--- config.mk ---
export PLATFORM = sky130hd
export DESIGN_NAME = flash_width_bridge
export DESIGN_NICKNAME = d
export VERILOG_FILES = /design/src/rtl/fwb_pkg.sv /design/src/rtl/fwb_ctrl.sv /design/src/rtl/fwb_dpath.sv /design/src/rtl/flash_width_bridge.sv
export SDC_FILE = /design/constraint.sdc
export NUM_CORES = 1
export LEC_CHECK = 0
export BUFFER_PORTS_ARGS = -buffer_cell sky130_fd_sc_hd__buf_2
export CELL_PAD_IN_SITES_DETAIL_PLACEMENT = 1
export CELL_PAD_IN_SITES_GLOBAL_PLACEMENT = 2
export CORE_ASPECT_RATIO = 1.1
export CORE_MARGIN = 8
export CORE_UTILIZATION = 22
export CTS_CLUSTER_DIAMETER = 120
export DETAILED_ROUTE_END_ITERATION = 7
export MAX_ROUTING_LAYER = met4
export PLACE_DENSITY = 0.89
export RECOVER_POWER = 50
export SYNTH_ARGS = -nofsm -noshare
export SYNTH_HDL_FRONTEND = slang
export SYNTH_SLANG_ARGS = --single-unit
--- constraint.sdc ---
create_clock -name clk -period 2.52 [get_ports clk]
set_input_delay 0.252 -clock clk [delete_from_list [all_inputs] [get_ports clk]]
set_output_delay 0.252 -clock clk [all_outputs]
set_load 0.02 [all_outputs]
--- src/rtl/fwb_pkg.sv ---
package fwb_pkg;

  typedef enum logic [1:0] {
    ST_IDLE = 2'd0,
    ST_ACC  = 2'd1,
    ST_DONE = 2'd2
  } fwbState_t;

  // Strobes from the control sequencer to the datapath
  typedef struct packed {
    logic load;      // request accepted: latch address and write byte
    logic readMode;  // accepted read of the mode register
    logic setMode;   // accepted write of the mode register
    logic capFlash;  // last wait cycle of a flash read: capture data
  } fwbStrobe_t;

endpackage

--- src/rtl/fwb_ctrl.sv ---
module fwb_ctrl
  import fwb_pkg::*;
#(
  parameter int WAIT_STATES = 15
) (
  input  logic       clk,
  input  logic       rstN,
  input  logic       busReq,
  input  logic       busWrite,
  input  logic       flashHit,
  input  logic       modeHit,
  input  logic       wordMode,
  output fwbStrobe_t strb,
  output logic       busReady,
  output logic       flCeN,
  output logic       flOeN,
  output logic       flWeN,
  output logic       flDataOe
);

  localparam int CNT_W = (WAIT_STATES < 1) ? 1 : $clog2(WAIT_STATES + 1);
  localparam logic [CNT_W-1:0] CNT_LAST = CNT_W'(WAIT_STATES);
  localparam logic [CNT_W:0] RUN_LEN = (CNT_W + 1)'(WAIT_STATES + 1);

  fwbState_t state, stateNxt;
  logic [CNT_W-1:0] cnt;
  logic isWr;
  logic accept, goFlash, lastWait, inAcc;

  assign inAcc    = (state == ST_ACC);
  assign accept   = busReq && ((state == ST_IDLE) || (state == ST_DONE));
  assign goFlash  = flashHit && !(busWrite && wordMode);
  assign lastWait = inAcc && (cnt == CNT_LAST);

  always_comb begin
    stateNxt = state;
    if (accept) begin
      stateNxt = goFlash ? ST_ACC : ST_DONE;
    end else begin
      case (state)
        ST_ACC:  stateNxt = lastWait ? ST_DONE : ST_ACC;
        ST_DONE: stateNxt = ST_IDLE;
        default: stateNxt = ST_IDLE;
      endcase
    end
  end

  always_ff @(posedge clk) begin
    if (!rstN) begin
      state <= ST_IDLE;
      cnt   <= '0;
      isWr  <= 1'b0;
    end else begin
      state <= stateNxt;
      if (accept) begin
        cnt  <= '0;
        isWr <= busWrite;
      end else if (inAcc && !lastWait) begin
        cnt <= cnt + 1'b1;
      end
    end
  end

  always_comb begin
    strb.load     = accept;
    strb.readMode = accept && modeHit && !busWrite;
    strb.setMode  = accept && modeHit && busWrite;
    strb.capFlash = lastWait && !isWr;
  end

  assign busReady = (state == ST_DONE);
  assign flCeN    = !inAcc;
  assign flOeN    = !(inAcc && !isWr);
  assign flWeN    = !(inAcc && isWr);
  assign flDataOe = inAcc && isWr;

  // Checker: length of each chip-enable run
  logic [CNT_W:0] ceRun;
  always_ff @(posedge clk) begin
    if (!rstN)       ceRun <= '0;
    else if (!flCeN) ceRun <= ceRun + 1'b1;
    else             ceRun <= '0;
  end

  AST_CE_RUN_LEN: assert property (@(posedge clk) disable iff (!rstN)
    $rose(flCeN) |-> (ceRun == RUN_LEN));

  AST_READY_AFTER_STROBES: assert property (@(posedge clk) disable iff (!rstN)
    $rose(flCeN) |-> busReady);

  AST_NO_WORD_WRITE: assert property (@(posedge clk) disable iff (!rstN)
    !flWeN |-> !wordMode);

  AST_STROBE_EXCL: assert property (@(posedge clk) disable iff (!rstN)
    !(!flOeN && !flWeN));

  AST_WE_DRIVES_DATA: assert property (@(posedge clk) disable iff (!rstN)
    !flWeN |-> (flDataOe && !flCeN));

endmodule

--- src/rtl/fwb_dpath.sv ---
module fwb_dpath
  import fwb_pkg::*;
#(
  parameter logic [31:0] FLASH_BASE   = 32'hF800_0000,
  parameter logic [31:0] MODE_ADDR    = 32'hFC00_0000,
  parameter int          WIN_LSB      = 24,
  parameter int          FLASH_ADDR_W = 21
) (
  input  logic                    clk,
  input  logic                    rstN,
  input  fwbStrobe_t              strb,
  input  logic [31:0]             busAddr,
  input  logic [31:0]             busWdata,
  input  logic [31:0]             flDataIn,
  output logic                    flashHit,
  output logic                    modeHit,
  output logic                    wordMode,
  output logic [31:0]             busRdata,
  output logic [FLASH_ADDR_W-1:0] flAddr,
  output logic [31:0]             flDataOut
);

  logic        modeBit;
  logic [7:0]  wrByte;
  logic [31:0] rdataQ;
  logic [FLASH_ADDR_W-1:0] addrQ;
  logic        unusedWdata;

  assign unusedWdata = ^busWdata[31:8];
  assign flashHit = (busAddr[31:WIN_LSB] == FLASH_BASE[31:WIN_LSB]);
  assign modeHit  = (busAddr == MODE_ADDR);

  always_ff @(posedge clk) begin
    if (!rstN) begin
      modeBit <= 1'b0;
      wrByte  <= '0;
      rdataQ  <= '0;
      addrQ   <= '0;
    end else begin
      if (strb.load) begin
        addrQ  <= busAddr[FLASH_ADDR_W-1:0];
        wrByte <= busWdata[7:0];
        rdataQ <= strb.readMode ? {31'h0, modeBit} : 32'h0;
      end
      if (strb.setMode) modeBit <= busWdata[0];
      if (strb.capFlash) begin
        rdataQ <= modeBit ? flDataIn : {24'h0, flDataIn[7:0]};
      end
    end
  end

  assign wordMode  = modeBit;
  assign busRdata  = rdataQ;
  assign flAddr    = addrQ;
  assign flDataOut = {24'h0, wrByte};

  AST_BYTE_UPPER_ZERO: assert property (@(posedge clk) disable iff (!rstN)
    ($past(strb.capFlash) && !modeBit) |-> (rdataQ[31:8] == 24'h0));

  AST_MODE_HOLDS: assert property (@(posedge clk) disable iff (!rstN)
    !strb.setMode |=> $stable(modeBit));

  AST_MODE_READ_NARROW: assert property (@(posedge clk) disable iff (!rstN)
    strb.readMode |=> (rdataQ[31:1] == 31'h0));

endmodule

--- src/rtl/flash_width_bridge.sv ---
module flash_width_bridge
  import fwb_pkg::*;
#(
  parameter int          WAIT_STATES  = 15,
  parameter logic [31:0] FLASH_BASE   = 32'hF800_0000,
  parameter logic [31:0] MODE_ADDR    = 32'hFC00_0000,
  parameter int          WIN_LSB      = 24,
  parameter int          FLASH_ADDR_W = 21
) (
  input  logic                    clk,
  input  logic                    rstN,
  input  logic                    busReq,
  input  logic                    busWrite,
  input  logic [31:0]             busAddr,
  input  logic [31:0]             busWdata,
  output logic [31:0]             busRdata,
  output logic                    busReady,
  output logic [FLASH_ADDR_W-1:0] flAddr,
  output logic                    flCeN,
  output logic                    flOeN,
  output logic                    flWeN,
  output logic                    flWide,
  output logic [31:0]             flDataOut,
  output logic                    flDataOe,
  input  logic [31:0]             flDataIn
);

  fwbStrobe_t strb;
  logic flashHit, modeHit, wordMode;

  fwb_ctrl #(.WAIT_STATES(WAIT_STATES)) ctrl_i (
    .clk      (clk),
    .rstN     (rstN),
    .busReq   (busReq),
    .busWrite (busWrite),
    .flashHit (flashHit),
    .modeHit  (modeHit),
    .wordMode (wordMode),
    .strb     (strb),
    .busReady (busReady),
    .flCeN    (flCeN),
    .flOeN    (flOeN),
    .flWeN    (flWeN),
    .flDataOe (flDataOe)
  );

  fwb_dpath #(
    .FLASH_BASE   (FLASH_BASE),
    .MODE_ADDR    (MODE_ADDR),
    .WIN_LSB      (WIN_LSB),
    .FLASH_ADDR_W (FLASH_ADDR_W)
  ) dpath_i (
    .clk       (clk),
    .rstN      (rstN),
    .strb      (strb),
    .busAddr   (busAddr),
    .busWdata  (busWdata),
    .flDataIn  (flDataIn),
    .flashHit  (flashHit),
    .modeHit   (modeHit),
    .wordMode  (wordMode),
    .busRdata  (busRdata),
    .flAddr    (flAddr),
    .flDataOut (flDataOut)
  );

  assign flWide = wordMode;

endmodule

* Word level (Yosys, flattened, before mapping)
Index checks and enable logic that the tools add are counted.
Storage, ports and cells: bits in registers 69, output and inout port bits 91
Operators by class: $add $sub $neg 1, equality and inequality tests 5, multiplexer cells 8, bitwise gates (word level) 1, reductions and logical operators 22
Operators with widths (number):
- 32-bit two-way mux | 3
- 32-bit == test (second input constant) | 1
- 1-bit logical AND | 11
- 8-bit == test (second input constant) | 1
- 2-bit two-way mux | 4
- 1-bit logical NOT | 7
- 4-bit by 1-bit adder with 4-bit output (second input constant) | 1
- 4-bit == test (second input constant) | 1
- 2-bit by 1-bit == test with 1-bit output (second input constant) | 1
- 2-bit == test (second input constant) | 1
- 2-bit logical NOT | 1
- 2-bit nonzero test | 1
- 2-bit OR reduction | 1
- 1-bit logical OR | 1
- 1-bit two-way mux | 1
- 1-bit NOT | 1

* Longest topological paths before layout
Gate-level depths: netlist (run 1).
depth in word-level cells 8, gate-level depth with buffers 6, depth with buffers taken out 5

* Modules after synthesis
From an unflattened synthesis (run 1), not the netlist that was laid out.
Second synthesis, totals: cells, all modules 299, area total of the unflattened synthesis 2995.4 µm²
Modules (own cells, without submodules):
- fwb_dpath | times used 1, cells an instance 252, area an instance 2585.0 µm², sequential area each 1241.2 µm²
- fwb_ctrl | times used 1, cells an instance 47, area an instance 410.4 µm², sequential area each 140.1 µm²

* Least setup slack after synthesis (run 1)
No wires, ideal clock.
path type reg2reg, from register ctrl_i.state[0], to register dpath_i.rdataQ[10] (netlist: dpath_i.busRdata[10]), setup time 0.128 ns, data arrival time 1.450 ns, path slack 0.943 ns, cell stages (with the launch flop) 7, clock period less this slack 1.577 ns, path through dfxtp_1 > or3b_1 > buf_2 > o21a_1 > buf_2 > a22oi_1 > nor2_1
On the way: longest elaborated chain between the ends 4, elaborated cells on any way between the ends 9
RTL lines:
- from (decl) | RTL line fwb_ctrl.sv:25 | fwbState_t state, stateNxt;
- from (signal assigned) | RTL line fwb_ctrl.sv:54 | state <= stateNxt;
- 2-bit by 1-bit == test with 1-bit output (tied with other cells) | RTL line fwb_ctrl.sv:30 | assign inAcc = (state == ST_ACC);
- 1-bit logical AND / 1-bit logical OR (equally long branches) | RTL line fwb_ctrl.sv:33, fwb_ctrl.sv:31
- 1-bit logical AND (on tied branches) | RTL line fwb_ctrl.sv:68, fwb_ctrl.sv:31
- 32-bit two-way mux / 2-bit nonzero test (equally long branches)
- to (signal assigned) | RTL line fwb_dpath.sv:43 | rdataQ <= strb.readMode ? {31'h0, modeBit} : 32'h0;
- to (signal assigned) | RTL line fwb_dpath.sv:47 | rdataQ <= modeBit ? flDataIn : {24'h0, flDataIn[7:0]};
- to (decl) | RTL line fwb_dpath.sv:25 | logic [31:0] rdataQ;
Parallel ways exist; a longest one is shown, timed or not. A chain may end at the register's enable or synchronous reset.

* Worst setup path in the final report (run 1)
from register ctrl_i.cnt[0], to register dpath_i.rdataQ[10] (netlist: dpath_i.busRdata[10])
On the way: longest elaborated chain between the ends 4, elaborated cells on any way between the ends 5
RTL lines:
- from (decl) | RTL line fwb_ctrl.sv:26 | logic [CNT_W-1:0] cnt;
- from (signal assigned) | RTL line fwb_ctrl.sv:59 | cnt <= cnt + 1'b1;
- 4-bit == test (*) | RTL line fwb_ctrl.sv:33 | assign lastWait = inAcc && (cnt == CNT_LAST);
- 1-bit logical AND (*) | RTL line fwb_ctrl.sv:33
- 1-bit logical AND (*) | RTL line fwb_ctrl.sv:68 | strb.capFlash = lastWait && !isWr;
- 32-bit two-way mux / 2-bit nonzero test (equally long branches)
Every way passes the cells marked *; elsewhere a longest branch is shown, timed or not.

==> results of run 1 <==
## metrics by stage
| stage | cells | hold slack, ns | area (um2) |
|---|---|---|---|
| 2_1_floorplan | 357 | 0.370 | 2850 |
| 5_1_grt | 630 | 0.150 | 3720 |
| 4_1_cts | 630 | 0.144 | 3800 |
| 3_3_place_gp | 615 | 0.439 | 3520 |
| 6_report | 630 | 0.165 | 3720 |
| 3_5_place_dp | 615 | 0.447 | 3520 |
## power groups by stage
stage / Clock, mW / Sequential [mW] / Combinational (mW)
after floorplan: 0 / 1.19 / 0.132
after global placement: 0 / 1.15 / 0.251
after detailed placement: 0 / 1.16 / 0.256
after CTS: 1.23 / 1.13 / 0.257
after global routing: 1.28 / 1.14 / 0.273
final: 1.18 / 1.13 / 0.246
## cells by family after synthesis
group / synth area share
compound gates: 0.149
xor+xnor: 0.00634
fa+ha+maj: 0.00453
buf+inv: 0.107
flops: 0.500
mux: 0.00362
other cells: 0.00136
simple gates: 0.228
## state kept, by name (all words and copies together) (netlist names)
name,cells
dpath_i.busRdata,32
ctrl_i.state,2
dpath_i.wrByte,8
ctrl_i.cnt,4
dpath_i.wordMode,1
dpath_i.flAddr,21
ctrl_i.isWr,1
## layer usage
layer / global-route usage / wire, um / up-vias
met3: 0.0415 / 892 / 12
li1: - / - / 1346
met4: 0.0529 / 180 / 0
met2: 0.188 / 4390 / 122
met5: - / 0 / -
met1: 0.141 / 4270 / 1297
## critical path, stage by stage, from the launching register on
cell and delay [ns]:
dfxtp_1 0.33, ha_1 0.25, nand3_1 0.25, o21a_1 0.77, a22oi_1 0.19, nor2_1 0.15
## synth_stat cells (all sizes together), types with 2 or more instances
cell | count | area [um2]
a21oi | 42 | 210
a22oi | 24 | 180
and2b | 2 | 15.0
buf | 29 | 218
clkbuf | 16 | 60.1
dfxtp | 69 | 1380
inv | 5 | 18.8
nand2 | 75 | 282
nand2b | 2 | 12.5
nand3 | 14 | 70.1
nand4 | 2 | 12.5
nor2 | 28 | 105
nor3 | 5 | 36.3
nor4 | 5 | 31.3
nor4b | 3 | 26.3
o21a | 2 | 15.0
## final cells by class
cell class	instances	area [um2]	share of cell area
clock buffers	14	274	0.0736
flip-flops and latches	69	1380	0.371
repair buffers	146	672	0.181
inverters	5	18.8	0.00504
well taps	157	196	0.0528
clock inverters	1	5.00	0.00134
multi-input cells	238	1170	0.315
## worst max path at each step
stage                          startpoint              endpoint  slack, ns  cells after the start
final                       ctrl_i.cnt[0]  dpath_i.busRdata[10]       0.50                      5
after detailed placement  ctrl_i.state[0]  dpath_i.busRdata[10]       0.52                      4
after CTS                 ctrl_i.state[0]  dpath_i.busRdata[10]       0.50                      4
after global routing        ctrl_i.cnt[0]  dpath_i.busRdata[16]       0.36                      5
after floorplan           ctrl_i.state[0]  dpath_i.busRdata[10]       0.94                      6
after global placement    ctrl_i.state[0]  dpath_i.busRdata[22]       0.63                      4
==> flow_summary.json, run 1 <==
{
  "drtIter0Drc": 131,
  "syn_area_mm2": 0.00276,
  "routedWlPerCell_um": 15.5,
  "wl_um": 9740,
  "final_nets": 570,
  "relSlewSlack": 0.385,
  "ant_nets": 0,
  "clockPowerShare": 0.460,
  "die_x_um": 123,
  "ir_worst_vdd_v": 0.000291,
  "critPathMaxFanout": 24,
  "worstSetupEndpointType": "flop",
  "postCtsResizedCells": 0,
  "grt_pass1_vias": 3053,
  "pwr-share-comb": 0.096,
  "hold_depth": 3,
  "grt_max_degree": 41,
  "firstDrtPassIters": 4,
  "ioPinCount": 191,
  "ys_seq_elements": 69,
  "maxSlewViolCount": 0,
  "yosys_warnings": 0,
  "maxCapViolations": 0,
  "ys_seq_area_frac": 0.500,
  "ys_types": 31,
  "syn-instance-count": 334,
  "avgSynthCellArea_um2": 8.27,
  "drc_errors": 0,
  "overflow": 0,
  "hold_end": "dpath_i.busRdata[5]",
  "via_per_inst": 4.41,
  "setup_viol": 0,
  "tightest_slew_ns": 0.923,
  "finalPower_mw": 2.56,
  "layout_setup_ws_ns": 0.504,
  "drive_above_1_share": 0.209,
  "r2r_end": "dpath_i.busRdata[10]",
  "powerDensity_mw_per_mm2": 687,
  "clock_sinks": 69,
  "syn2layout_area_growth_pct": 34.7,
  "antenna_cells": 0,
  "critPathRequiredTime_ns": 2.78,
  "hold_class": "primary input to flop",
  "place_worst_setup_slack_ns": 0.516,
  "synth-edff-count": 0,
  "p_sw_frac": 0.242,
  "synthArstFlopShare": 0,
  "clk_latency_ns": 0.33,
  "vias": 2777,
  "clockBufferDepth": 2,
  "layout_common_cells": "buf_2, nand2_1, dfxtp_1, clkbuf_1, a21oi_1",
  "p_int_mw": 1.94,
  "rr_startpoint": "ctrl_i.cnt[0]",
  "seqPwrFrac": 0.444,
  "synthFlopType": "dfxtp_1",
  "grt_usage": 0.122,
  "dp_hpwl_um": 7470,
  "worstSetupStartpointType": "flop",
  "layout_commonest_cell": "buf_2",
  "gp_congestion": 0.737,
  "start_util": 0.222,
  "postCtsSetupBuffers": 0,
  "rows": 43,
  "cts_hold_buf": 0,
  "clkTransAtPathRegs_ns": 0.05,
  "finClkSkew_ns": 0.00422,
  "fillCellCount": 1552,
  "tritoncts": "yes",
  "fmax_mhz": 496,
  "grt_pass1_wl_um": 15300,
  "p_leak_nw": 1.50,
  "r2r_cells": 5,
  "path_class": "flop to flop",
  "cts_buffers": 9,
  "fin_crit_ns": 2.02,
  "hold_violations": 0,
  "timing.reg2reg.setup_slack_ns": 0.50,
  "timing.setup.tns_ns": 0,
  "fin_util": 0.299,
  "min_from": "flDataIn[5]",
  "rsz0062_at_grt": "false",
  "period_share": 0.800,
  "antenna_found_initial": 0,
  "clockRootBuffer": "clkbuf_16",
  "coreArea_mm2": 0.0124,
  "die-area_mm2": 0.0164,
  "die_y_um": 134,
  "p_switching_mw": 0.618,
  "placement.io_buffers": 142,
  "htreeDepth": 3,
  "crit_arrival_ns": 2.27,
  "outcome": "finished clean"
}
Power figures use the tool's default switching activity.
==> inputs of run 2 (changes only) <==
--- a/config.mk
+++ b/config.mk
@@ -10,11 +10,11 @@
 export CELL_PAD_IN_SITES_GLOBAL_PLACEMENT = 2
 export CORE_ASPECT_RATIO = 1.1
 export CORE_MARGIN = 8
-export CORE_UTILIZATION = 22
+export CORE_UTILIZATION = 19
 export CTS_CLUSTER_DIAMETER = 120
 export DETAILED_ROUTE_END_ITERATION = 7
 export MAX_ROUTING_LAYER = met4
-export PLACE_DENSITY = 0.89
+export PLACE_DENSITY = 0.82
 export RECOVER_POWER = 50
 export SYNTH_ARGS = -nofsm -noshare
 export SYNTH_HDL_FRONTEND = slang
==> constraint.sdc (replaced) <==
create_clock -name clk -period 1.8 [get_ports clk]
set_input_delay 0.18 -clock clk [delete_from_list [all_inputs] [get_ports clk]]
set_output_delay 0.18 -clock clk [all_outputs]
set_load 0.02 [all_outputs]
==> flow_summary.json, run 2 (synthesized netlist as in run 1, its figures left out) <==
{
  "seqPwrFrac": 0.445,
  "wl_um": 9910,
  "ant_nets": 0,
  "die_x_um": 131,
  "grt_pass1_wl_um": 15100,
  "outcome": "finished clean",
  "r2r_end": "dpath_i.busRdata[0]",
  "layout_common_cells": "buf_2, nand2_1, dfxtp_1, clkbuf_1, a21oi_1",
  "maxCapViolations": 0,
  "fmax_mhz": 600,
  "die_y_um": 142,
  "ir_worst_vdd_v": 0.000336,
  "die-area_mm2": 0.0187,
  "via_per_inst": 4.12,
  "rr_startpoint": "ctrl_i.state[0]",
  "maxSlewViolCount": 0,
  "grt_usage": 0.109,
  "routedWlPerCell_um": 14.7,
  "finClkSkew_ns": 0.00555,
  "grt_max_degree": 34,
  "antenna_found_initial": 0,
  "period_share": 0.926,
  "final_nets": 578,
  "start_util": 0.193,
  "critPathMaxFanout": 6,
  "timing.setup.tns_ns": 0,
  "htreeDepth": 3,
  "dp_hpwl_um": 7780,
  "clockPowerShare": 0.456,
  "placement.io_buffers": 142,
  "tritoncts": "yes",
  "relSlewSlack": 0.537,
  "largest_reg_flops": 32,
  "p_leak_nw": 1.54,
  "ioPinCount": 191,
  "clk_latency_ns": 0.33,
  "finalPower_mw": 3.57,
  "syn2layout_area_growth_pct": 38.8,
  "hold_end": "dpath_i.wrByte[3]",
  "clkTransAtPathRegs_ns": 0.06,
  "drive_above_1_share": 0.224,
  "hold_class": "primary input to flop",
  "p_switching_mw": 0.880,
  "crit_path_start": "ctrl_i.state[0]",
  "place_worst_setup_slack_ns": -0.112,
  "rows": 46,
  "powerDensity_mw_per_mm2": 931,
  "setup_viol": 0,
  "drtIter0Drc": 89,
  "grt_pass1_vias": 2989,
  "crit_arrival_ns": 1.92,
  "layout_commonest_cell": "buf_2",
  "clockRootBuffer": "clkbuf_16",
  "hold_depth": 3,
  "rsz0062_at_grt": "false",
  "p_int_mw": 2.69,
  "postCtsSetupBuffers": 0,
  "worstSetupStartpointType": "flop",
  "worstSetupEndpointType": "flop",
  "critPathRequiredTime_ns": 2.05,
  "path_class": "flop to flop",
  "coreArea_mm2": 0.0143,
  "firstDrtPassIters": 4,
  "drc_errors": 0,
  "vias": 2774,
  "gp_congestion": 0.754,
  "clockBufferDepth": 2,
  "pwr-share-comb": 0.099,
  "hold_violations": 0,
  "cts_buffers": 9,
  "tightest_slew_ns": 0.695,
  "fin_crit_ns": 1.67,
  "timing.reg2reg.setup_slack_ns": 0.13,
  "r2r_cells": 4,
  "clock_sinks": 69,
  "antenna_cells": 0,
  "overflow": 0,
  "layout_setup_ws_ns": 0.133,
  "min_from": "busWdata[3]",
  "p_sw_frac": 0.246
}
==> run 2: cell count changes in the layout (fill, tap and decap cells not counted) <==
cell,previous run,this run
buf_4,2,9
buf_12,1,2
or3b_4,0,1
clkbuf_8,3,2
or3b_1,1,0
buf_2,79,80
clkbuf_1,65,66
==> run 2: area by class of cell <==
class                   count  area [um2]
well taps                 192         240
repair buffers            154         746
clock inverters             1        5.00
flip-flops and latches     69        1380
multi-input cells         238        1180
inverters                   5        18.8
clock buffers              15         268
fillers                  1790       10500
==> run 2: how the worst max path moves through the flow <==
stage                                end
floorplan           dpath_i.busRdata[10]
global placement     dpath_i.busRdata[0]
detailed placement   dpath_i.busRdata[0]
CTS                 dpath_i.busRdata[23]
global route         dpath_i.busRdata[0]
finish               dpath_i.busRdata[0]
==> run 2: power by group through the flow <==
stage | Combinational, mW | Sequential [mW] | Clock [mW]
finish | 0.354 | 1.59 | 1.63
global route | 0.387 | 1.59 | 1.79
CTS | 0.369 | 1.59 | 1.72
detailed placement | 0.369 | 1.62 | 0
global placement | 0.362 | 1.62 | 0
floorplan | 0.185 | 1.66 | 0
==> run 2: critical path, stage by stage, from the launching register on <==
cell	delay, ns
dfxtp_1	0.37
nor4b_1	0.26
nand4_1	0.18
or4_1	0.61
a31oi_1	0.18
==> run 2: routing by layer <==
| layer | global-route usage | up-vias | part of all wire |
|---|---|---|---|
| li1 | - | 1370 | - |
| met1 | 0.121 | 1276 | 0.44 |
| met2 | 0.177 | 118 | 0.46 |
| met3 | 0.0319 | 10 | 0.080 |
| met4 | 0.0472 | 0 | 0.015 |
| met5 | - | - | 0 |
==> run 2: repair_timing <==
action,CTS,global route
hold buffers,0,0
resized for setup,0,1
endpoints found under the setup margin,0,4
==> run 2: stage by stage <==
step	cells	hold WS [ns]	cell area, um2	utilization
finish	674	0.0916	3830	0.268
global route	674	0.0854	3830	0.268
CTS	674	0.0710	3910	0.273
detailed placement	658	0.433	3640	0.254
global placement	658	0.420	3640	0.254
floorplan	357	0.298	2850	-
==> inputs of run 3 (changes only) <==
--- a/config.mk
+++ b/config.mk
@@ -14,8 +14,9 @@
 export CTS_CLUSTER_DIAMETER = 120
 export DETAILED_ROUTE_END_ITERATION = 7
 export MAX_ROUTING_LAYER = met4
-export PLACE_DENSITY = 0.82
+export PLACE_DENSITY_LB_ADDON = 0.1
 export RECOVER_POWER = 50
+export SLEW_MARGIN = 15
 export SYNTH_ARGS = -nofsm -noshare
 export SYNTH_HDL_FRONTEND = slang
 export SYNTH_SLANG_ARGS = --single-unit
==> flow_summary.json, run 3 (synthesized netlist as in run 1, its figures left out) <==
{
  "outcome": "finished clean",
  "max_stage_delay_ns": 0.49,
  "multi_input_area_mm2": 0.00118,
  "firstDrtPassIters": 4,
  "routedWlPerCell_um": 15.3,
  "period_share": 0.937,
  "finClkSkew_ns": 0.00397,
  "antenna_cells": 0,
  "die_x_um": 131,
  "ioPinCount": 191,
  "hold_violations": 0,
  "wl_um": 10300,
  "grt_pass1_wl_um": 15700,
  "die-area_mm2": 0.0187,
  "grt_pass1_vias": 2950,
  "rows": 46,
  "die_y_um": 142,
  "crit_slowest_cell": "or3b_1",
  "relSlewSlack": 0.547,
  "gp_congestion": 0.698,
  "path_class": "flop to flop",
  "maxSlewViolCount": 0,
  "layout_commonest_cell": "buf_2",
  "grt_usage": 0.114,
  "rsz0062_at_grt": "false",
  "cts_buffers": 9,
  "worstSetupEndpointType": "flop",
  "powerDensity_mw_per_mm2": 924,
  "critPathTopFamily": "simple AND/OR/NAND/NOR gates",
  "largest_reg_flops": 32,
  "coreArea_mm2": 0.0143,
  "hold_class": "primary input to flop",
  "cp_num_buf_inv": 1,
  "register_area_mm2": 0.00138,
  "clockRootBuffer": "clkbuf_16",
  "fin_crit_ns": 1.69,
  "layout_common_cells": "buf_2, nand2_1, dfxtp_1, clkbuf_1, a21oi_1",
  "tritoncts": "yes",
  "placement.io_buffers": 142,
  "timing.setup.tns_ns": 0,
  "syn2layout_area_growth_pct": 39.7,
  "final_nets": 578,
  "clkTransAtPathRegs_ns": 0.05,
  "maxCapViolations": 0,
  "tightest_slew_ns": 0.680,
  "ir_worst_vdd_v": 0.000284,
  "dp_hpwl_um": 7940,
  "clk_latency_ns": 0.33,
  "worstSetupStartpointType": "flop",
  "fillCellCount": 1786,
  "crit_arrival_ns": 1.89,
  "via_per_inst": 4.14,
  "grt_max_degree": 32,
  "antenna_found_initial": 0,
  "critPathMaxFanout": 24,
  "drc_errors": 0,
  "overflow": 0,
  "start_util": 0.193,
  "cts_hold_buf": 0,
  "fmax_mhz": 593,
  "crit_chain": "or3b_1 > o21a_1 > buf_12 > a22oi_1 > nor2_1",
  "fin_util": 0.269,
  "htreeDepth": 3,
  "ant_nets": 0,
  "setup_viol": 0,
  "clock_sinks": 69,
  "vias": 2781,
  "clockBufferDepth": 2,
  "p_leak_nw": 1.55,
  "drive_above_1_share": 0.225,
  "critPathRequiredTime_ns": 2.00,
  "drtIter0Drc": 68
}
-- run 3: cell count changes in the layout (fill, tap and decap cells not counted), sizes merged --
cell      delta
clkinvlp     +1
clkbuf       -1
clkinv       -1
buf          -1
-- run 3: routing by layer --
layer / vias to the layer above / share of wire / GRT usage
li1: 1365 / - / -
met1: 1286 / 0.44 / 0.131
met2: 116 / 0.45 / 0.174
met3: 14 / 0.096 / 0.0409
met4: 0 / 0.017 / 0.0544
met5: - / 0 / -
-- run 3: cell type report --
| cell class | instances | area share |
|---|---|---|
| clock buffer | 13 | 0.0674 |
| clock inverter | 1 | 0.00195 |
| inverter | 5 | 0.00486 |
| multi-input combinational | 238 | 0.306 |
| sequential | 69 | 0.358 |
| tap | 192 | 0.0623 |
| timing repair buffer | 154 | 0.199 |
-- run 3: tightest hold or removal path, stage by stage --
cell	delay (ns)
buf_2	0.10
nand2_1	0.04
a21oi_1	0.05
-- run 3: report_power, final --
group | total (mW) | switching [mW] | internal (mW)
logic | 0.361 | 0.240 | 0.121
registers | 1.59 | 0.0188 | 1.57
clock network | 1.62 | 0.626 | 0.993
total | 3.56 | 0.884 | 2.68
-- run 3: path summary, 6_finish.rpt --
kind | slack, ns | start | end | depth (start not counted)
max | 0.11 | ctrl_i.state[0] | dpath_i.busRdata[22] | 5
min reg2reg | 0.45 | dpath_i.flAddr[0] | dpath_i.flAddr[0] | 2
min | 0.08 | flDataIn[3] | dpath_i.busRdata[3] | 3
max reg2reg | 0.11 | ctrl_i.state[0] | dpath_i.busRdata[22] | 5
-- run 3: metrics by stage --
| stage | instances | cell area, um2 | setup slack [ns] | power (mW) | hold slack (ns) |
|---|---|---|---|---|---|
| final | 672 | 3860 | 0.113 | 3.56 | 0.0846 |
| after global routing | 672 | 3860 | 0.0265 | 3.77 | 0.0783 |
| after CTS | 672 | 3930 | 0.108 | 3.68 | 0.0660 |
| after detailed placement | 658 | 3660 | 0.0209 | 2.00 | 0.428 |
| after global placement | 658 | 3660 | 0.0450 | 1.99 | 0.421 |
| after floorplan | 357 | 2850 | 0.223 | 1.85 | 0.298 |
-- run 3: repair_timing --
item / 4_1_cts / 5_1_grt
endpoints found under the setup margin: 0 / 5
gates resized for setup: 0 / 2
buffers inserted: 0 / 0
